`src/rtl/mmuc_pkg.sv`:
```
package mmuc_pkg;
  localparam int unsigned IDX_W = 4;
  localparam int unsigned SEL_LSB = 8;

  localparam logic [7:0] SPC_CMD = 8'h03;
  localparam logic [7:0] SPC_REG = 8'h04;

  localparam logic [IDX_W-1:0] IDX_CTRL  = 4'd0;
  localparam logic [IDX_W-1:0] IDX_CTX   = 4'd2;
  localparam logic [IDX_W-1:0] IDX_FSTAT = 4'd3;
  localparam logic [IDX_W-1:0] IDX_FADDR = 4'd4;
  localparam logic [IDX_W-1:0] MAX_LEVEL = 4'd4;

  typedef enum logic [2:0] {
    OP_IDLE,
    OP_REG_RD,
    OP_REG_WR,
    OP_FLUSH,
    OP_PROBE,
    OP_PROBE_NULL,
    OP_NULL_RD
  } op_e;
endpackage

```
`src/rtl/mmuc_decode.sv`:
```
module mmuc_decode
  import mmuc_pkg::*;
#(
  parameter int unsigned SPACE_W = 8,
  parameter int unsigned ADDR_W  = 32
) (
  input  logic [SPACE_W-1:0] space,
  input  logic [ADDR_W-1:0]  addr,
  input  logic               rd,
  input  logic               wr,
  input  logic               busy,
  output op_e                op,
  output logic [IDX_W-1:0]   sel
);
  function automatic logic [IDX_W-1:0] field_of(input logic [ADDR_W-1:0] a);
    return a[SEL_LSB +: IDX_W];
  endfunction

  assign sel = field_of(addr);

  always_comb begin
    op = OP_IDLE;
    if (!busy) begin
      if (wr) begin
        if (space == SPACE_W'(SPC_REG))      op = OP_REG_WR;
        else if (space == SPACE_W'(SPC_CMD)) op = OP_FLUSH;
      end else if (rd) begin
        if (space == SPACE_W'(SPC_REG))      op = OP_REG_RD;
        else if (space == SPACE_W'(SPC_CMD)) op = (sel <= MAX_LEVEL) ? OP_PROBE : OP_PROBE_NULL;
        else                                 op = OP_NULL_RD;
      end
    end
  end
endmodule

```
`src/rtl/mmuc_regfile.sv`:
```
module mmuc_regfile
  import mmuc_pkg::*;
#(
  parameter int unsigned DATA_W = 32,
  parameter logic [DATA_W-1:0] CTRL_MASK = 'h3
) (
  input  logic              clk,
  input  logic              rst_n,
  input  logic              wr_en,
  input  logic              rd_en,
  input  logic [IDX_W-1:0]  idx,
  input  logic [DATA_W-1:0] wdata,
  input  logic              hw_we,
  input  logic [DATA_W-1:0] hw_status,
  input  logic [DATA_W-1:0] hw_addr,
  output logic [DATA_W-1:0] rd_val,
  output logic              ctrl_chg,
  output logic              ctx_chg,
  output logic [DATA_W-1:0] fstat_q
);
  localparam int unsigned NREG = 1 << IDX_W;

  function automatic logic [DATA_W-1:0] merge_ctrl(input logic [DATA_W-1:0] old,
                                                   input logic [DATA_W-1:0] w);
    return (old & ~CTRL_MASK) | (w & CTRL_MASK);
  endfunction

  logic [NREG-1:0][DATA_W-1:0] regs;

  for (genvar g = 0; g < NREG; g++) begin : g_reg
    localparam logic [IDX_W-1:0] MY = g[IDX_W-1:0];
    logic [DATA_W-1:0] q;
    wire hit = wr_en && (idx == MY);
    if (MY == IDX_FSTAT) begin : g_fstat
      always_ff @(posedge clk or negedge rst_n)
        if (!rst_n)                      q <= '0;
        else if (hw_we)                  q <= hw_status;
        else if (rd_en && idx == MY)     q <= '0;
    end else if (MY == IDX_FADDR) begin : g_faddr
      always_ff @(posedge clk or negedge rst_n)
        if (!rst_n)      q <= '0;
        else if (hw_we)  q <= hw_addr;
    end else if (MY == IDX_CTRL) begin : g_ctrl
      always_ff @(posedge clk or negedge rst_n)
        if (!rst_n)    q <= '0;
        else if (hit)  q <= merge_ctrl(q, wdata);
    end else begin : g_plain
      always_ff @(posedge clk or negedge rst_n)
        if (!rst_n)    q <= '0;
        else if (hit)  q <= wdata;
    end
    assign regs[g] = q;
  end

  assign rd_val   = regs[idx];
  assign fstat_q  = regs[IDX_FSTAT];
  assign ctrl_chg = wr_en && (idx == IDX_CTRL) &&
                    (merge_ctrl(regs[IDX_CTRL], wdata) != regs[IDX_CTRL]);
  assign ctx_chg  = wr_en && (idx == IDX_CTX) && (wdata != regs[IDX_CTX]);
endmodule

```
`src/rtl/mmuc_flush.sv`:
```
module mmuc_flush
  import mmuc_pkg::*;
#(
  parameter int unsigned ADDR_W = 32,
  parameter int unsigned PAGE_BITS = 12
) (
  input  logic              cmd,
  input  logic [IDX_W-1:0]  level,
  input  logic [ADDR_W-1:0] addr,
  input  logic              ctrl_chg,
  input  logic              ctx_chg,
  output logic              page_req,
  output logic [ADDR_W-1:0] page_addr,
  output logic              all_req
);
  function automatic logic [ADDR_W-1:0] page_base(input logic [ADDR_W-1:0] a);
    return {a[ADDR_W-1:PAGE_BITS], {PAGE_BITS{1'b0}}};
  endfunction

  wire lvl_zero  = (level == '0);
  wire lvl_broad = !lvl_zero && (level <= MAX_LEVEL);

  assign page_req  = cmd && lvl_zero;
  assign page_addr = page_base(addr);
  assign all_req   = (cmd && lvl_broad) || ctrl_chg || ctx_chg;
endmodule

```
`src/rtl/mmuc_probe.sv`:
```
module mmuc_probe (
  input  logic clk,
  input  logic rst_n,
  input  logic start,
  input  logic resp_valid,
  output logic busy,
  output logic done
);
  logic pend_q;
  assign busy = pend_q;
  assign done = pend_q && resp_valid;

  always_ff @(posedge clk or negedge rst_n)
    if (!rst_n)     pend_q <= 1'b0;
    else if (start) pend_q <= 1'b1;
    else if (done)  pend_q <= 1'b0;
endmodule

```
`src/rtl/mmu_ctl_regs.sv`:
```
module mmu_ctl_regs
  import mmuc_pkg::*;
#(
  parameter int unsigned SPACE_W = 8,
  parameter int unsigned ADDR_W  = 32,
  parameter int unsigned DATA_W  = 32,
  parameter logic [DATA_W-1:0] CTRL_MASK = 'h3
) (
  input  logic               clk,
  input  logic               rst_n,
  input  logic [SPACE_W-1:0] acc_space,
  input  logic [ADDR_W-1:0]  acc_addr,
  input  logic [DATA_W-1:0]  acc_wdata,
  input  logic               acc_rd,
  input  logic               acc_wr,
  input  logic               hw_fault_we,
  input  logic [DATA_W-1:0]  hw_fault_status,
  input  logic [DATA_W-1:0]  hw_fault_addr,
  input  logic               probe_valid,
  input  logic [DATA_W-1:0]  probe_data,
  output logic               rd_valid,
  output logic [DATA_W-1:0]  rd_data,
  output logic               flush_page_req,
  output logic [ADDR_W-1:0]  flush_page_addr,
  output logic               flush_all_req,
  output logic               probe_req,
  output logic [IDX_W-1:0]   probe_level,
  output logic [ADDR_W-1:0]  probe_addr
);
  op_e               op;
  logic [IDX_W-1:0]  sel;
  logic              probe_busy, probe_done;
  logic [DATA_W-1:0] reg_val, fault_stat_q;
  logic              ctrl_chg, ctx_chg;
  logic              fl_page, fl_all;
  logic [ADDR_W-1:0] fl_addr;

  mmuc_decode #(.SPACE_W(SPACE_W), .ADDR_W(ADDR_W)) u_dec (
    .space(acc_space), .addr(acc_addr), .rd(acc_rd), .wr(acc_wr),
    .busy(probe_busy), .op(op), .sel(sel));

  wire evt_reg_wr     = (op == OP_REG_WR);
  wire evt_reg_rd     = (op == OP_REG_RD);
  wire evt_fstat_clr  = evt_reg_rd && (sel == IDX_FSTAT) && !hw_fault_we;
  wire evt_probe_go   = (op == OP_PROBE);
  wire evt_zero_rd    = (op == OP_PROBE_NULL) || (op == OP_NULL_RD);

  mmuc_regfile #(.DATA_W(DATA_W), .CTRL_MASK(CTRL_MASK)) u_rf (
    .clk(clk), .rst_n(rst_n), .wr_en(evt_reg_wr), .rd_en(evt_reg_rd), .idx(sel),
    .wdata(acc_wdata), .hw_we(hw_fault_we), .hw_status(hw_fault_status),
    .hw_addr(hw_fault_addr), .rd_val(reg_val), .ctrl_chg(ctrl_chg),
    .ctx_chg(ctx_chg), .fstat_q(fault_stat_q));

  mmuc_flush #(.ADDR_W(ADDR_W)) u_fl (
    .cmd(op == OP_FLUSH), .level(sel), .addr(acc_addr), .ctrl_chg(ctrl_chg),
    .ctx_chg(ctx_chg), .page_req(fl_page), .page_addr(fl_addr), .all_req(fl_all));

  mmuc_probe u_pr (
    .clk(clk), .rst_n(rst_n), .start(evt_probe_go), .resp_valid(probe_valid),
    .busy(probe_busy), .done(probe_done));

  always_ff @(posedge clk or negedge rst_n) begin
    if (!rst_n) begin
      rd_valid        <= 1'b0;
      rd_data         <= '0;
      flush_page_req  <= 1'b0;
      flush_page_addr <= '0;
      flush_all_req   <= 1'b0;
      probe_req       <= 1'b0;
      probe_level     <= '0;
      probe_addr      <= '0;
    end else begin
      rd_valid        <= evt_reg_rd || evt_zero_rd || probe_done;
      rd_data         <= evt_reg_rd ? reg_val : (probe_done ? probe_data : '0);
      flush_page_req  <= fl_page;
      flush_page_addr <= fl_page ? fl_addr : '0;
      flush_all_req   <= fl_all;
      probe_req       <= evt_probe_go;
      probe_level     <= evt_probe_go ? sel : '0;
      probe_addr      <= evt_probe_go ? acc_addr : '0;
    end
  end
endmodule

```
`config.mk`:
```
export PLATFORM = sky130hd
export DESIGN_NAME = mmu_ctl_regs
export DESIGN_NICKNAME = d
export VERILOG_FILES = /design/src/rtl/mmuc_pkg.sv /design/src/rtl/mmuc_decode.sv /design/src/rtl/mmuc_regfile.sv /design/src/rtl/mmuc_flush.sv /design/src/rtl/mmuc_probe.sv /design/src/rtl/mmu_ctl_regs.sv
export SDC_FILE = /design/constraint.sdc
export NUM_CORES = 1
export LEC_CHECK = 0
export BUFFER_PORTS_ARGS = -buffer_cell sky130_fd_sc_hd__buf_4
export CAP_MARGIN = 20
export CORE_UTILIZATION = 35
export DETAILED_ROUTE_END_ITERATION = 12
export MAX_ROUTING_LAYER = met4
export PLACE_DENSITY = 0.49
export SLEW_MARGIN = 20
export SYNTH_ARGS = -nofsm -noshare
export SYNTH_HDL_FRONTEND = slang
export SYNTH_SLANG_ARGS = --single-unit
```
`constraint.sdc`:
```
create_clock -name clk -period 2.95 [get_ports clk]
set_clock_uncertainty 0.15 [all_clocks]
set_input_delay 0.295 -clock clk [delete_from_list [all_inputs] [get_ports clk]]
set_output_delay 0.295 -clock clk [all_outputs]
set_load 0.01 [all_outputs]
```
# Word level (Yosys, flattened, before mapping)
# Index checks and enable logic that the tools add are counted.
[totals]
ff_bits = 617
input_bits = 174
out_inout_bits = 104
[classes]
order_cmp = 2
eq_ne = 24
mux = 19
bitwise = 1
n_reduce_logical = 30
[ops]
columns = ["cell", "count"]
rows = [
  ["$mux W32", 7],
  ["$bmux W32 S4", 1],
  ["$ne A32 B32 Y1", 2],
  ["$eq A4 B4 Y1 const B", 8],
  ["$or A32 B2 Y32", 1],
  ["$logic_and A1 B1 Y1", 21],
  ["$mux W3", 6],
  ["$eq A4 B3 Y1 const B", 3],
  ["$eq A3 B3 Y1 const B", 3],
  ["$eq A4 B2 Y1 const B", 2],
  ["$eq A8 B2 Y1 const B", 1],
  ["$eq A8 B3 Y1 const B", 1],
  ["$eq A3 B2 Y1 const B", 2],
  ["$logic_or A1 B1 Y1", 5],
  ["$lt A4 B5 Y1 const B", 1],
  ["$eq A4 B1 Y1 const B", 1],
  ["$le A4 B3 Y1 const B", 1],
  ["$logic_not A4 Y1", 1],
  ["$mux W4", 1],
  ["$reduce_bool A2 Y1", 2],
  ["$eq A3 B1 Y1 const B", 1],
  ["$mux W1", 3],
  ["$mux W2", 1],
  ["$logic_not A1 Y1", 1],
]

# Logic depth before layout (Yosys ltp)
# Gate-level depths: netlist of run 1.
[depth]
depth_word = 12
depth_mapped = 10

# By module
# A second synthesis of run 1 with hierarchy kept.
[unflattened]
hier_cells = 1783
area_unflattened_um2 = 26356.5
[by_module_without_submodules]
columns = ["module", "instances", "cells_each", "area_each_um2"]
rows = [
  ["mmuc_regfile", 1, 1430, 22157.5],
  ["mmu_ctl_regs", 1, 290, 3723.6],
  ["mmuc_flush", 1, 39, 280.3],
  ["mmuc_decode", 1, 20, 151.4],
  ["mmuc_probe", 1, 4, 43.8],
]

# Least setup slack after synthesis of run 1
# OpenSTA, ideal clock, no wires.
[synth_path]
path_type = "input to register"
start = "input port acc_addr[9]"
end = "register u_rf.g_reg[2].q[11]"
arrival_time_ns = 2.524
required_ns = 2.675
path_slack_ns = 0.151
path_stages = 9
cell_sequence = "buf_2 -> or2_1 -> buf_2 -> a2111o_1 -> and2_4 -> buf_6 -> nor4_4 -> buf_6 -> mux2_2"
[synth_between]
elab_chain_len = 9
elab_cells_between_ends = 10
classes_between = "1 x order compare; 2 x eq/ne; 6 x mux; 1 x reduce/logical"
[synth_rtl]
columns = ["element", "line_no", "rtl"]
rows = [
  ["from (decl)", "mmu_ctl_regs.sv:12", "input logic [ADDR_W-1:0] acc_addr,"],
  ["$le A4 B3 Y1", "mmuc_decode.sv:29", "else if (space == SPACE_W'(SPC_CMD)) op = (sel <= MAX_LEVEL) ? OP_PROBE : OP_PROBE_NULL;"],
  ["$mux W1", "mmuc_decode.sv:29", ""],
  ["$mux W3", "mmuc_decode.sv:29", ""],
  ["$mux W3", "mmuc_decode.sv:28", "if (space == SPACE_W'(SPC_REG)) op = OP_REG_RD;"],
  ["$mux W3", "mmuc_decode.sv:27", "end else if (rd) begin"],
  ["$mux W3", "mmuc_decode.sv:24", "if (wr) begin"],
  ["$mux W3", "mmuc_decode.sv:23", "if (!busy) begin"],
  ["$eq A3 B2 Y1", "mmu_ctl_regs.sv:42", "wire evt_reg_wr = (op == OP_REG_WR);"],
  ["$logic_and A1 B1 Y1 (*)", "mmuc_regfile.sv:33", "wire hit = wr_en && (idx == MY);"],
  ["to (signal assigned)", "mmuc_regfile.sv:50", "else if (hit) q <= wdata;"],
  ["to (decl)", "mmuc_regfile.sv:32", "logic [DATA_W-1:0] q;"],
]
# Mark *: on every way between the ends. The rest lies on a longest branch, timed or not.
# A chain may end at the register's enable or synchronous reset.

# Final worst setup path of run 1
[layout_path]
start = "input port acc_space[5]"
end = "register u_rf.g_reg[5].q[27]"
[layout_between]
elab_chain_len = 8
elab_cells_between_ends = 11
classes_between = "3 x eq/ne; 7 x mux; 1 x reduce/logical"
[layout_rtl]
columns = ["element", "line_no", "rtl"]
rows = [
  ["from (decl)", "mmu_ctl_regs.sv:11", "input logic [SPACE_W-1:0] acc_space,"],
  ["$eq A8 B2 Y1", "mmuc_decode.sv:26, mmuc_decode.sv:29", ""],
  ["$mux W3", "mmuc_decode.sv:29", ""],
  ["$mux W3", "mmuc_decode.sv:28", ""],
  ["$mux W3", "mmuc_decode.sv:27", ""],
  ["$mux W3 (*)", "mmuc_decode.sv:24", ""],
  ["$mux W3 (*)", "mmuc_decode.sv:23", ""],
  ["$eq A3 B2 Y1 (*)", "mmu_ctl_regs.sv:42", ""],
  ["$logic_and A1 B1 Y1 (*)", "mmuc_regfile.sv:33", ""],
  ["to (signal assigned)", "mmuc_regfile.sv:50", ""],
  ["to (decl)", "mmuc_regfile.sv:32", ""],
]
# Marks and branches as above.

==> results of run 1 <==
==> final cells by class <==
type | count | area share
Sequential cell | 571 | 0.436
Antenna cell | 2 | 0.000153
Tap cell | 959 | 0.0366
Clock buffer | 103 | 0.0612
Timing Repair Buffer | 513 | 0.142
Clock inverter | 10 | 0.00267
Multi-Input combinational cell | 993 | 0.322
Inverter | 2 | 0.000229
==> power groups by stage <==
stage	clock, mW	combinational [mW]	sequential [mW]
2_1_floorplan	0	0.560	8.16
3_3_place_gp	0	1.18	8.23
3_5_place_dp	0	1.19	8.23
4_1_cts	8.27	1.37	8.09
5_1_grt	8.59	1.47	8.10
6_report	8.00	1.35	8.09
==> cells in the final DEF, fill, tap and decap left out, drive strengths merged, types with 2 or more instances in the layout <==
cell type / instances
nand2b: 3
inv: 4
mux4: 98
o211ai: 2
o21bai: 2
a21oi: 60
a22oi: 32
buf: 351
diode: 2
clkbuf: 103
nor2: 36
dlygate4sd3: 162
nor3: 3
xor2: 2
xnor2: 32
or2: 2
conb: 13
a211oi: 30
nand2: 5
a22o: 33
o21ai: 32
clkinv: 6
mux2: 450
mux2i: 64
and2: 54
nor4: 18
dfrtp: 571
nand4: 8
==> timing repair <==
item,CTS,global route
gates resized for setup,0,1
endpoints found under the hold margin,1001,0
hold buffers,162,0
setup endpoints to repair,0,40
==> worst paths after layout <==
| path | start | to | depth (start not counted) |
|---|---|---|---|
| max | acc_space[5] | u_rf.g_reg[5].q[27]$_DFFE_PN0P_ | 9 |
| min | acc_rd | probe_addr[10]$_DFF_PN0_ | 3 |
| max reg2reg | u_pr.busy$_DFFE_PN0P_ | rd_data[7]$_DFF_PN0_ | 6 |
| min reg2reg | u_rf.g_reg[6].q[1]$_DFFE_PN0P_ | u_rf.g_reg[6].q[1]$_DFFE_PN0P_ | 1 |
| max in group asynchronous | rst_n | u_rf.g_reg[6].q[22]$_DFFE_PN0P_ | 4 |
| min in group asynchronous | rst_n | flush_page_addr[22]$_DFF_PN0_ | 2 |
==> per-layer routing <==
metal | up-vias | track usage | part of all wire
li1 | 7166 | - | -
met4 | 0 | 0.0579 | 0.020
met2 | 320 | 0.337 | 0.48
met3 | 82 | 0.0318 | 0.037
met1 | 8674 | 0.291 | 0.46
met5 | - | - | 0
==> registers in the layout, indices dropped and copies added (netlist names), 20 cells and up <==
| name | cells |
|---|---|
| u_rf.g.q | 450 |
| probe_addr | 32 |
| rd_data | 32 |
| u_rf.fstat_q | 32 |
| flush_page_addr | 20 |
==> critical path: cells and delay by family <==
kind | cells | cell delay (ns)
simple gates | 3 | 1.20
buf+inv | 4 | 1.16
mux | 1 | 0.36
compound gates | 1 | 0.17
==> cells by family after synthesis <==
logic type / share of synthesized area
muxes: 0.307
DFF: 0.554
AOI/OAI and AO/OA: 0.0501
buffers and inverters: 0.0398
xor gates and xnor gates: 0.0115
other: 0.000145
and+or+nand+nor: 0.0379
==> stage by stage <==
step | instances | setup TNS [ns]
floorplan | 1740 | 0
global placement | 2876 | -3.22
detailed placement | 2876 | -3.11
CTS | 3151 | 0
global route | 3153 | -0.00281
finish | 3153 | 0
==> load_flow_metrics.sql, run 1 <==
INSERT INTO impl_metrics (metric_group, metric, value, unit) VALUES
('floorplan', 'die-height', '274', 'um'),
('synth', 'synth_ff_type', 'sky130_fd_sc_hd__dfrtp_1', ''),
('cells_and_area', 'share_of_final_layout_standard_cells_stronger_than_drive_strength_1', '0.441', ''),
('placed_design', 'gp_routability_congestion', '0.842', ''),
('cells_and_area', 'final-seq-area', '14300', 'sq um'),
('power_and_ir_drop', 'power.share.switching', '0.234', ''),
('clocking', 'htree_num_levels', '3', ''),
('power_and_ir_drop', 'total_leakage_power', '15.6', 'nW'),
('cells_and_area', 'final_core_utilization', '0.450', ''),
('synth', 'ys_warn_count', '0', ''),
('synth', 'synth.top_cells.by_area', 'sky130_fd_sc_hd__dfrtp_1 55%, sky130_fd_sc_hd__mux2_2 18%, sky130_fd_sc_hd__mux4_2 8.6%', ''),
('route', 'postRouteWirelength', '76400', 'um'),
('synth', 'yosysTopAreaCellShare', '0.554', ''),
('power_and_ir_drop', 'power-per-cell-area', '531', 'nW/um^2'),
('global_route', 'grt_antenna_before_repair', '4', ''),
('setup_path', 'critical_path.most_common_cell', 'sky130_fd_sc_hd__buf_4', ''),
('synth', 'synth_async_sr_flop_share', '1.00', ''),
('clocking', 'tritoncts.num_buffers', '67', ''),
('placed_design', 'preCtsSetupSlack', '-0.100', 'ns'),
('route', 'drc', '0', ''),
('synth', 'synth-edff-count', '0', ''),
('floorplan', 'rows', '99', ''),
('synth', 'netlist-cell-type-count', '48', ''),
('synth', 'ys_seq_elements', '571', ''),
('clocking', 'clkSinkCount', '571', ''),
('sta', 'final-hold-violation-count', '0', ''),
('synth', 'syn_area_per_cell', '14.9', 'sq um'),
('cells_and_area', 'multi_input_area', '10600', 'sq um'),
('global_route', 'grt-ovfl-total', '0', ''),
('setup_path', 'endpoint_kind', 'flop', ''),
('setup_path', 'crit_chain', 'dlygate4sd3_1 -> buf_4 -> nor3_2 -> o211ai_1 -> or3b_2 -> buf_12 -> nor4_4 -> buf_4 -> mux2_1', ''),
('global_route', 'first_global_vias', '17500', ''),
('sta', 'final.setup.worst_slack', '0.0637', 'ns'),
('cells_and_area', 'layout-area-overhead-vs-synth', '27.1', '%'),
('outcome', 'run_status', 'complete, no violations', ''),
('synth', 'synthCells', '1728', ''),
('setup_path', 'path_class', 'in2reg', ''),
('synth', 'synth_sequential_area_ratio', '0.554', ''),
('floorplan', 'design.portCount', '278', ''),
('power_and_ir_drop', 'power.share.combinational', '0.077', ''),
('setup_path', 'timing.reg2reg.setup_slack', '0.41', 'ns'),
('floorplan', 'initial_core_util', '0.354', ''),
('route', 'detail_route.iter0.violations', '840', ''),
('synth', 'yosysTopAreaCell', 'sky130_fd_sc_hd__dfrtp_1', ''),
('route', 'detailroute.via_count', '16200', ''),
('hold_path', 'worst_hold_path_type', 'in2reg', ''),
('floorplan', 'dieWidth', '274', 'um'),
('global_route', 'global_route.usage.total', '0.215', ''),
('setup_path', 'crit_path_max_fanout', '18', ''),
('placed_design', 'half_perimeter_wire_length_of_the_detailed_placement_result', '50700', 'um'),
('clocking', 'cts-root-buf', 'sky130_fd_sc_hd__clkbuf_16', ''),
('route', 'drt_pass1_iterations', '5', ''),
('power_and_ir_drop', 'vdd_drop_max', '0.360', 'mV'),
('placed_design', 'placed_cell_area', '29100', 'sq um'),
('setup_path', 'timing.critical_path.from_type', 'input pin', ''),
('clocking', 'clock_latency_at_the_later_pin_of_the_worst_skew_pair', '0.59', 'ns'),
('setup_path', 'critPathArrivalTime', '3.21', 'ns'),
('power_and_ir_drop', 'netSwitchingPower', '4.08', 'mW'),
('sta', 'timing.final.max_slew_violations', '0', ''),
('setup_path', 'cp_slowest_cell', 'sky130_fd_sc_hd__dlygate4sd3_1', ''),
('clocking', 'clock_tree.buffer_depth', '3', ''),
('global_route', 'maximum_number_of_pins_on_one_net_before_global_route_repair', '98', ''),
('synth', 'synth_commonest_cells', '571 x sky130_fd_sc_hd__dfrtp_1, 402 x sky130_fd_sc_hd__mux2_2, 98 x sky130_fd_sc_hd__mux4_2', ''),
('synth', 'synth_most_common_cell', 'sky130_fd_sc_hd__dfrtp_1', ''),
('power_and_ir_drop', 'p_total', '17.4', 'mW'),
('sta', 'setup_repair_after_global_routing_missed_its_margin', 'yes', ''),
('sta', 'max_slew_margin', '0.374', ''),
('cells_and_area', 'final_nets', '2322', ''),
('clocking', 'clk_pin_slew', '0.06', 'ns'),
('sta', 'min_period', '2.89', 'ns'),
('setup_path', 'max_stage_delay', '0.54', 'ns');
Note: power is estimated with default switching activity, not from simulation.
==> run 2, diff against run 1 <==
ABC_AREA = 1   (was unset)
==> load_flow_metrics.sql, run 2 <==
INSERT INTO impl_metrics (metric_group, metric, value, unit) VALUES
('cells_and_area', 'final.fill_count', '7244', ''),
('clocking', 'post_cts_resized', '0', ''),
('clocking', 'tritoncts', 'built', ''),
('synth', 'cell_area_after_technology_mapping', '26700', 'sq um'),
('sta', 'setup_repair_after_global_routing_missed_its_margin', 'no', ''),
('synth', 'yosysTopAreaCell', 'sky130_fd_sc_hd__dfrtp_1', ''),
('synth', 'synth_async_sr_flop_share', '1.00', ''),
('power_and_ir_drop', 'power-per-cell-area', '624', 'nW/um^2'),
('hold_path', 'worst_hold_path_type', 'in2async', ''),
('synth', 'synth.top_cells.by_area', 'sky130_fd_sc_hd__dfrtp_1 54%, sky130_fd_sc_hd__nand2_1 18%, sky130_fd_sc_hd__nand4_1 9.3%', ''),
('setup_path', 'timing.critical_path.from_type', 'input pin', ''),
('placed_design', 'half_perimeter_wire_length_of_the_detailed_placement_result', '65000', 'um'),
('global_route', 'grt_first_pass_wirelength', '158000', 'um'),
('setup_path', 'critPathArrivalTime', '3.06', 'ns'),
('cells_and_area', 'mostFrequentLayoutCells', '1304 x sky130_fd_sc_hd__nand2_1, 571 x sky130_fd_sc_hd__dfrtp_1, 395 x sky130_fd_sc_hd__nand4_1', ''),
('placed_design', 'portBuffers', '265', ''),
('flow_run', 'max_cap_viol_count', '0', ''),
('synth', 'synth_sequential_area_ratio', '0.536', ''),
('synth', 'synthCells', '3217', ''),
('placed_design', 'placed_cell_area', '30000', 'sq um'),
('floorplan', 'placeableCoreArea', '74900', 'sq um'),
('setup_path', 'timing.critical_path.from', 'acc_addr[10]', ''),
('synth', 'netlist-cell-type-count', '28', ''),
('cells_and_area', 'largest_register_ff_count', '450', ''),
('cells_and_area', 'final_nets', '3737', ''),
('cells_and_area', 'layout-area-overhead-vs-synth', '26.6', '%'),
('cells_and_area', 'final-instance-count-excl-fill', '4574', ''),
('clocking', 'clock_tree.buffer_depth', '3', ''),
('sta', 'min_period', '2.76', 'ns'),
('sta', 'fin_setup_tns', '0', 'ns'),
('synth', 'synth_ff_type', 'sky130_fd_sc_hd__dfrtp_1', ''),
('synth', 'yosysTopAreaCellShare', '0.536', ''),
('floorplan', 'initial_core_util', '0.356', ''),
('route', 'drt_pass1_iterations', '5', ''),
('sta', 'timing.final.max_slew_violations', '0', ''),
('sta', 'max_slew_margin', '0.477', ''),
('route', 'drc', '0', ''),
('synth', 'synth-edff-count', '0', ''),
('route', 'final_antenna_net_count', '0', ''),
('power_and_ir_drop', 'vdd_drop_max', '0.380', 'mV'),
('global_route', 'grt_antenna_before_repair', '0', ''),
('clocking', 'tritoncts.num_buffers', '66', ''),
('setup_path', 'regToRegEndpoint', 'u_rf.g_reg[2].q[17]$_DFFE_PN0P_', ''),
('global_route', 'grt-ovfl-total', '0', ''),
('route', 'postRouteWirelength', '103000', 'um'),
('setup_path', 'path_class', 'in2reg', ''),
('sta', 'max_slew.worst_pin.slew', '0.780', 'ns'),
('cells_and_area', 'final_core_utilization', '0.450', ''),
('cells_and_area', 'multi_input_area', '10800', 'sq um'),
('power_and_ir_drop', 'total_leakage_power', '17.4', 'nW'),
('cells_and_area', 'layout_commonest_cell', 'sky130_fd_sc_hd__nand2_1', ''),
('global_route', 'first_global_vias', '25200', ''),
('global_route', 'global_route.usage.total', '0.274', ''),
('setup_path', 'timing.reg2reg.setup_slack', '0.68', 'ns'),
('outcome', 'run_status', 'complete, no violations', ''),
('synth', 'synth_commonest_cells', '1304 x sky130_fd_sc_hd__nand2_1, 571 x sky130_fd_sc_hd__dfrtp_1, 395 x sky130_fd_sc_hd__nand4_1', ''),
('setup_path', 'critical_path.endpoint', 'rd_data[19]$_DFF_PN0_', ''),
('floorplan', 'dieWidth', '278', 'um'),
('synth', 'ys_warn_count', '0', ''),
('cells_and_area', 'largest-register', 'u_rf.g.q', ''),
('floorplan', 'dieArea', '77300', 'sq um'),
('route', 'detailroute.via_count', '25300', ''),
('clocking', 'clock_latency_at_the_later_pin_of_the_worst_skew_pair', '0.61', 'ns'),
('clocking', 'htree_num_levels', '3', ''),
('setup_path', 'worst_r2r_path_depth', '10', ''),
('setup_path', 'crit_path_max_fanout', '34', ''),
('clocking', 'cts_hold_buf', '161', ''),
('setup_path', 'endpoint_kind', 'flop', ''),
('clocking', 'cts-root-buf', 'sky130_fd_sc_hd__clkbuf_16', ''),
('sta', 'finalCritPeriodShare', '0.937', ''),
('synth', 'synth_most_common_cell', 'sky130_fd_sc_hd__nand2_1', ''),
('placed_design', 'gp_routability_congestion', '0.850', ''),
('setup_path', 'cp_data_required_time', '3.25', 'ns'),
('cells_and_area', 'final-seq-area', '14300', 'sq um'),
('cells_and_area', 'share_of_final_layout_standard_cells_stronger_than_drive_strength_1', '0.149', ''),
('clocking', 'post-cts-setup-buffer-count', '0', ''),
('route', 'vias_per_cell', '5.53', ''),
('route', 'detail_route.wl_per_cell', '22.5', 'um'),
('sta', 'setup_violations', '0', ''),
('clocking', 'clkSinkCount', '571', ''),
('cells_and_area', 'final_cell_area', '33800', 'sq um'),
('setup_path', 'timing.rr.start', 'u_pr.busy$_DFFE_PN0P_', ''),
('global_route', 'maximum_number_of_pins_on_one_net_before_global_route_repair', '134', ''),
('synth', 'syn_area_per_cell', '8.29', 'sq um'),
('floorplan', 'rows', '100', ''),
('clocking', 'clk_pin_slew', '0.06', 'ns'),
('sta', 'final-hold-violation-count', '0', ''),
('synth', 'ys_seq_elements', '571', ''),
('route', 'detail_route.iter0.violations', '2343', ''),
('cells_and_area', 'insertedDiodeCount', '0', ''),
('floorplan', 'die-height', '278', 'um'),
('sta', 'fmax', '362', 'MHz'),
('floorplan', 'design.portCount', '278', ''),
('placed_design', 'placed_cells_incl_taps', '4303', '');
run 2: cell count changes in the layout (fill, tap and decap cells not counted), moves of 80 or more:
cell / before / now
sky130_fd_sc_hd__mux2_2: 402 / 0
sky130_fd_sc_hd__a22oi_1: 32 / 179
sky130_fd_sc_hd__nand3_1: 1 / 116
sky130_fd_sc_hd__nand4_1: 8 / 395
sky130_fd_sc_hd__mux4_2: 98 / 0
sky130_fd_sc_hd__nand2_1: 5 / 1304
sky130_fd_sc_hd__inv_1: 2 / 82
run 2: worst max-delay path: stages:
cell	delay [ns]
sky130_fd_sc_hd__dlygate4sd3_1	0.53
sky130_fd_sc_hd__buf_4	0.14
sky130_fd_sc_hd__nor2_2	0.07
sky130_fd_sc_hd__inv_2	0.07
sky130_fd_sc_hd__buf_4	0.27
sky130_fd_sc_hd__nor2_2	0.12
sky130_fd_sc_hd__buf_12	0.19
sky130_fd_sc_hd__a21oi_1	0.43
sky130_fd_sc_hd__nand3_1	0.18
sky130_fd_sc_hd__o21ai_0	0.64
sky130_fd_sc_hd__nand2_1	0.09
run 2: kinds of logic (layout without fill, tap and decap cells):
family | count (synthesis) | count (layout) | share of synthesized area
buf+inv | 395 | 771 | 0.0646
other cells | 1 | 13 | 0.000141
flops | 571 | 571 | 0.536
xor+xnor | 23 | 23 | 0.00756
simple gates | 1915 | 1915 | 0.314
compound gates | 312 | 312 | 0.0782
run 2: report_power, final:
| part | switching (mW) | internal (mW) |
|---|---|---|
| registers | 0.660 | 8.97 |
| clock network | 3.29 | 4.87 |
| logic | 2.03 | 1.25 |
run 2: cell type report:
class,count,area share
clock buffer,104,0.0602
clock inverter,6,0.00248
tap,969,0.0359
inverter,89,0.0102
multi-input combinational,2263,0.319
sequential,571,0.423
timing repair buffer,572,0.149
run 2: through the flow:
step | setup WS (ns) | hold WS (ns) | power [mW]
floorplan | 0.999 | -0.151 | 11.4
global placement | 0.285 | 0.191 | 12.7
detailed placement | 0.245 | 0.199 | 12.8
CTS | 0.319 | 0.155 | 21.2
global route | 0.215 | 0.209 | 22.1
finish | 0.186 | 0.176 | 21.1
run 2: worst min-delay path by stage:
stage,start,end,slack (ns),depth (start not counted)
global route,rst_n,u_rf.g_reg[5].q[23]$_DFFE_PN0P_,0.21,2
CTS,rst_n,u_rf.g_reg[6].q[4]$_DFFE_PN0P_,0.16,2
global placement,rst_n,u_rf.g_reg[4].q[20]$_DFFE_PN0P_,0.19,1
detailed placement,rst_n,u_rf.g_reg[5].q[23]$_DFFE_PN0P_,0.20,1
finish,rst_n,u_rf.g_reg[5].q[23]$_DFFE_PN0P_,0.18,2
floorplan,rst_n,flush_all_req$_DFF_PN0_,-0.15,0
run 2: per-layer routing:
layer	up-vias	track usage	wire (um)
met5	-	-	0
met3	166	0.0348	6310
met4	0	0.0932	3400
li1	11500	-	-
met1	12600	0.355	43400
met2	1041	0.444	49700
==> run 3, diff against run 2 <==
GPL_TIMING_DRIVEN = 0   (was unset)
SYNTH_HIERARCHICAL = 1   (was unset)
==> load_flow_metrics.sql, run 3 <==
INSERT INTO impl_metrics (metric_group, metric, value, unit) VALUES
('synth', 'syn_area_per_cell', '8.10', 'sq um'),
('synth', 'yosysTopAreaCellShare', '0.555', ''),
('setup_path', 'regToRegEndpoint', 'flush_all_req$_DFF_PN0_', ''),
('sta', 'final.setup.worst_slack', '0.125', 'ns'),
('route', 'postRouteWirelength', '105000', 'um'),
('global_route', 'global_route.usage.total', '0.280', ''),
('global_route', 'grt_first_pass_wirelength', '154000', 'um'),
('synth', 'synth_sequential_area_ratio', '0.555', ''),
('cells_and_area', 'final_nets', '3915', ''),
('cells_and_area', 'largest_register_ff_count', '450', ''),
('cells_and_area', 'layout-area-overhead-vs-synth', '27.0', '%'),
('cells_and_area', 'final.fill_count', '7497', ''),
('clocking', 'htree_num_levels', '3', ''),
('hold_path', 'worstHoldEndpoint', 'u_rf/g_reg[7].q[0]$_DFFE_PN0P_', ''),
('setup_path', 'crit_path_max_fanout', '10', ''),
('power_and_ir_drop', 'vdd_drop_max', '0.361', 'mV'),
('synth', 'ys_warn_count', '6', ''),
('cells_and_area', 'largest-register', 'u_rf/g.q', ''),
('sta', 'setup_repair_after_global_routing_missed_its_margin', 'yes', ''),
('floorplan', 'placeableCoreArea', '74600', 'sq um'),
('clocking', 'clock_latency_at_the_later_pin_of_the_worst_skew_pair', '0.63', 'ns'),
('clocking', 'clkSinkCount', '587', ''),
('clocking', 'clk_pin_slew', '0.06', 'ns'),
('synth', 'ys_seq_elements', '587', ''),
('floorplan', 'dieArea', '76700', 'sq um'),
('route', 'detail_route.wl_per_cell', '22.0', 'um'),
('global_route', 'grt_antenna_before_repair', '2', ''),
('global_route', 'first_global_vias', '23200', ''),
('hold_path', 'hold-path-cell-count', '3', ''),
('synth', 'synthCells', '3265', ''),
('synth', 'yosysTopAreaCell', 'sky130_fd_sc_hd__dfrtp_1', ''),
('placed_design', 'gp_routability_congestion', '0.907', ''),
('setup_path', 'timing.critical_path.from_type', 'input pin', ''),
('route', 'drt_pass1_iterations', '6', ''),
('sta', 'finalCritPeriodShare', '0.958', ''),
('cells_and_area', 'layout_commonest_cell', 'sky130_fd_sc_hd__nand2_1', ''),
('power_and_ir_drop', 'power-per-cell-area', '688', 'nW/um^2'),
('cells_and_area', 'final_core_utilization', '0.450', ''),
('route', 'detail_route.iter0.violations', '2352', ''),
('setup_path', 'timing.reg2reg.setup_slack', '0.15', 'ns'),
('cells_and_area', 'final_cell_area', '33600', 'sq um'),
('synth', 'synth.top_cells.by_area', 'sky130_fd_sc_hd__dfrtp_1 56%, sky130_fd_sc_hd__nand2_1 14%, sky130_fd_sc_hd__o21ai_0 12%', ''),
('synth', 'synth_ff_type', 'sky130_fd_sc_hd__dfrtp_1', ''),
('sta', 'fmax', '354', 'MHz'),
('setup_path', 'crit_chain', 'dlygate4sd3_1 -> buf_4 -> nor2_1 -> nand2_1 -> nand2_1 -> nand2_1 -> nand2_1 -> inv_1 -> buf_2 -> buf_4 -> nor3_4 -> inv_1 -> nor2_1 -> inv_2 -> nor2_4 -> buf_6 -> buf_4 -> o21ai_0', ''),
('power_and_ir_drop', 'total_leakage_power', '16.9', 'nW'),
('hold_path', 'hold_path.startpoint', 'acc_wdata[0]', ''),
('route', 'final_antenna_net_count', '0', ''),
('synth', 'synth-edff-count', '0', ''),
('hold_path', 'worst_hold_path_type', 'in2reg', ''),
('floorplan', 'design.portCount', '278', ''),
('setup_path', 'critPathArrivalTime', '3.15', 'ns'),
('global_route', 'grt-ovfl-total', '0', ''),
('setup_path', 'timing.rr.start', 'u_pr/busy$_DFFE_PN0P_', ''),
('floorplan', 'die-height', '277', 'um'),
('sta', 'setup_violations', '0', ''),
('sta', 'min_period', '2.82', 'ns'),
('placed_design', 'placed_cell_area', '29800', 'sq um'),
('setup_path', 'critical_path.most_common_cell', 'sky130_fd_sc_hd__nand2_1', ''),
('floorplan', 'rows', '100', ''),
('sta', 'max_slew.worst_pin.slew', '1.12', 'ns'),
('placed_design', 'preCtsSetupSlack', '-0.848', 'ns'),
('clocking', 'tritoncts.num_buffers', '70', ''),
('synth', 'synth_async_sr_flop_share', '1.00', ''),
('setup_path', 'endpoint_kind', 'flop', ''),
('route', 'vias_per_cell', '4.98', ''),
('cells_and_area', 'share_of_final_layout_standard_cells_stronger_than_drive_strength_1', '0.143', ''),
('synth', 'cell_area_after_technology_mapping', '26400', 'sq um'),
('global_route', 'maximum_number_of_pins_on_one_net_before_global_route_repair', '89', ''),
('cells_and_area', 'mostFrequentLayoutCells', '978 x sky130_fd_sc_hd__nand2_1, 660 x sky130_fd_sc_hd__o21ai_0, 587 x sky130_fd_sc_hd__dfrtp_1', ''),
('synth', 'netlist-cell-type-count', '28', ''),
('route', 'detailroute.via_count', '23700', ''),
('floorplan', 'initial_core_util', '0.355', ''),
('flow_run', 'max_cap_viol_count', '0', ''),
('setup_path', 'worst_r2r_path_depth', '17', ''),
('setup_path', 'cp_data_required_time', '3.27', 'ns'),
('route', 'drc', '0', ''),
('placed_design', 'half_perimeter_wire_length_of_the_detailed_placement_result', '77400', 'um'),
('setup_path', 'cp_slowest_cell', 'sky130_fd_sc_hd__dlygate4sd3_1', ''),
('synth', 'synth_commonest_cells', '978 x sky130_fd_sc_hd__nand2_1, 660 x sky130_fd_sc_hd__o21ai_0, 587 x sky130_fd_sc_hd__dfrtp_1', ''),
('clocking', 'tritoncts', 'built', ''),
('sta', 'fin_worst_hold_slack', '0.0356', 'ns'),
('outcome', 'run_status', 'complete, no violations', ''),
('setup_path', 'path_class', 'in2reg', ''),
('sta', 'max_slew_margin', '0.252', ''),
('sta', 'final-hold-violation-count', '0', ''),
('power_and_ir_drop', 'p_total', '23.1', 'mW'),
('synth', 'synth_most_common_cell', 'sky130_fd_sc_hd__nand2_1', ''),
('setup_path', 'max_stage_delay', '0.54', 'ns'),
('sta', 'timing.final.max_slew_violations', '0', ''),
('clocking', 'cts-root-buf', 'sky130_fd_sc_hd__clkbuf_16', ''),
('clocking', 'clock_tree.buffer_depth', '3', ''),
('floorplan', 'dieWidth', '277', 'um'),
('placed_design', 'portBuffers', '248', '');
==> run 3: cell count changes after synthesis, sizes merged, moves of 16 or more <==
cell,before,now
a22oi,179,4
dfrtp,571,587
o21ai,61,688
nor2,94,124
o22ai,3,33
nand3,116,38
xnor2,23,2
nand2,1305,986
nand4,395,64
clkbuf,208,135
inv,89,428
o211ai,4,25
==> run 3: what timing repair did <==
action | 4_1_cts | 5_1_grt
resized for setup | 16 | 92
buffers inserted | 1 | 3
setup endpoints to repair | 371 | 294
hold buffers | 134 | 0
pin swaps | 1 | 3
gates cloned | 0 | 1
endpoints found under the hold margin | 225 | 0
==> run 3: how the worst max path moves through the flow <==
stage | cells past startpoint | to | start
finish | 18 | u_rf/g_reg[10].q[29]$_DFFE_PN0P_ | acc_addr[11]
global route | 18 | u_rf/g_reg[10].q[26]$_DFFE_PN0P_ | acc_addr[11]
CTS | 12 | u_rf/g_reg[5].q[21]$_DFFE_PN0P_ | u_pr/busy$_DFFE_PN0P_
detailed placement | 16 | u_rf/g_reg[13].q[19]$_DFFE_PN0P_ | acc_space[4]
global placement | 1 | u_rf/g_reg[2].q[17]$_DFFE_PN0P_ | rst_n
floorplan | 17 | u_rf/g_reg[11].q[10]$_DFFE_PN0P_ | acc_space[4]
==> run 3: critical path, delay by kind of cell <==
| family | cells | cell delay [ns] |
|---|---|---|
| AO/OA/AOI/OAI | 1 | 0.10 |
| AND/OR/NAND/NOR | 8 | 1.00 |
| buffers and inverters | 9 | 1.73 |
==> run 3: cells by family after synthesis <==
family / share of synthesized area
buffers and inverters: 0.106
and+or+nand+nor: 0.185
AOI/OAI and AO/OA: 0.152
xor gates and xnor gates: 0.00166
other: 0.000142
DFF: 0.555
==> run 3: where the power goes <==
part           total [mW]  internal, mW  switching [mW]
logic                3.98          1.44            2.54
clock network        8.72          5.19            3.53
registers            10.4          9.76           0.657
==> run 3: through the flow <==
stage / std cells / TNS [ns]
2_1_floorplan: 3276 / 0
3_3_place_gp: 4493 / -3623.70
3_5_place_dp: 4500 / -229.94
4_1_cts: 4759 / 0
5_1_grt: 4764 / -0.257
6_report: 4764 / 0
==> run 3: area by class of cell <==
class | instances | area (sq um) | area share
plain buffers | 247 | 1290 | 0.0384
well taps | 969 | 1210 | 0.0361
flip-flops and latches | 587 | 14700 | 0.437
multi-input cells | 2014 | 9050 | 0.270
repair buffers | 393 | 3440 | 0.102
inverters | 428 | 1610 | 0.0478
clock inverters | 15 | 129 | 0.00384
diodes | 2 | 5.00 | 0.000149
clock buffers | 109 | 2160 | 0.0644
==> run 3: routing by layer <==
metal,vias up,GRT usage,routed length (um)
met5,-,-,0
met1,11500,0.370,45500
met4,0,0.0705,2140
met3,142,0.0604,8810
met2,885,0.437,48100
li1,11200,-,-
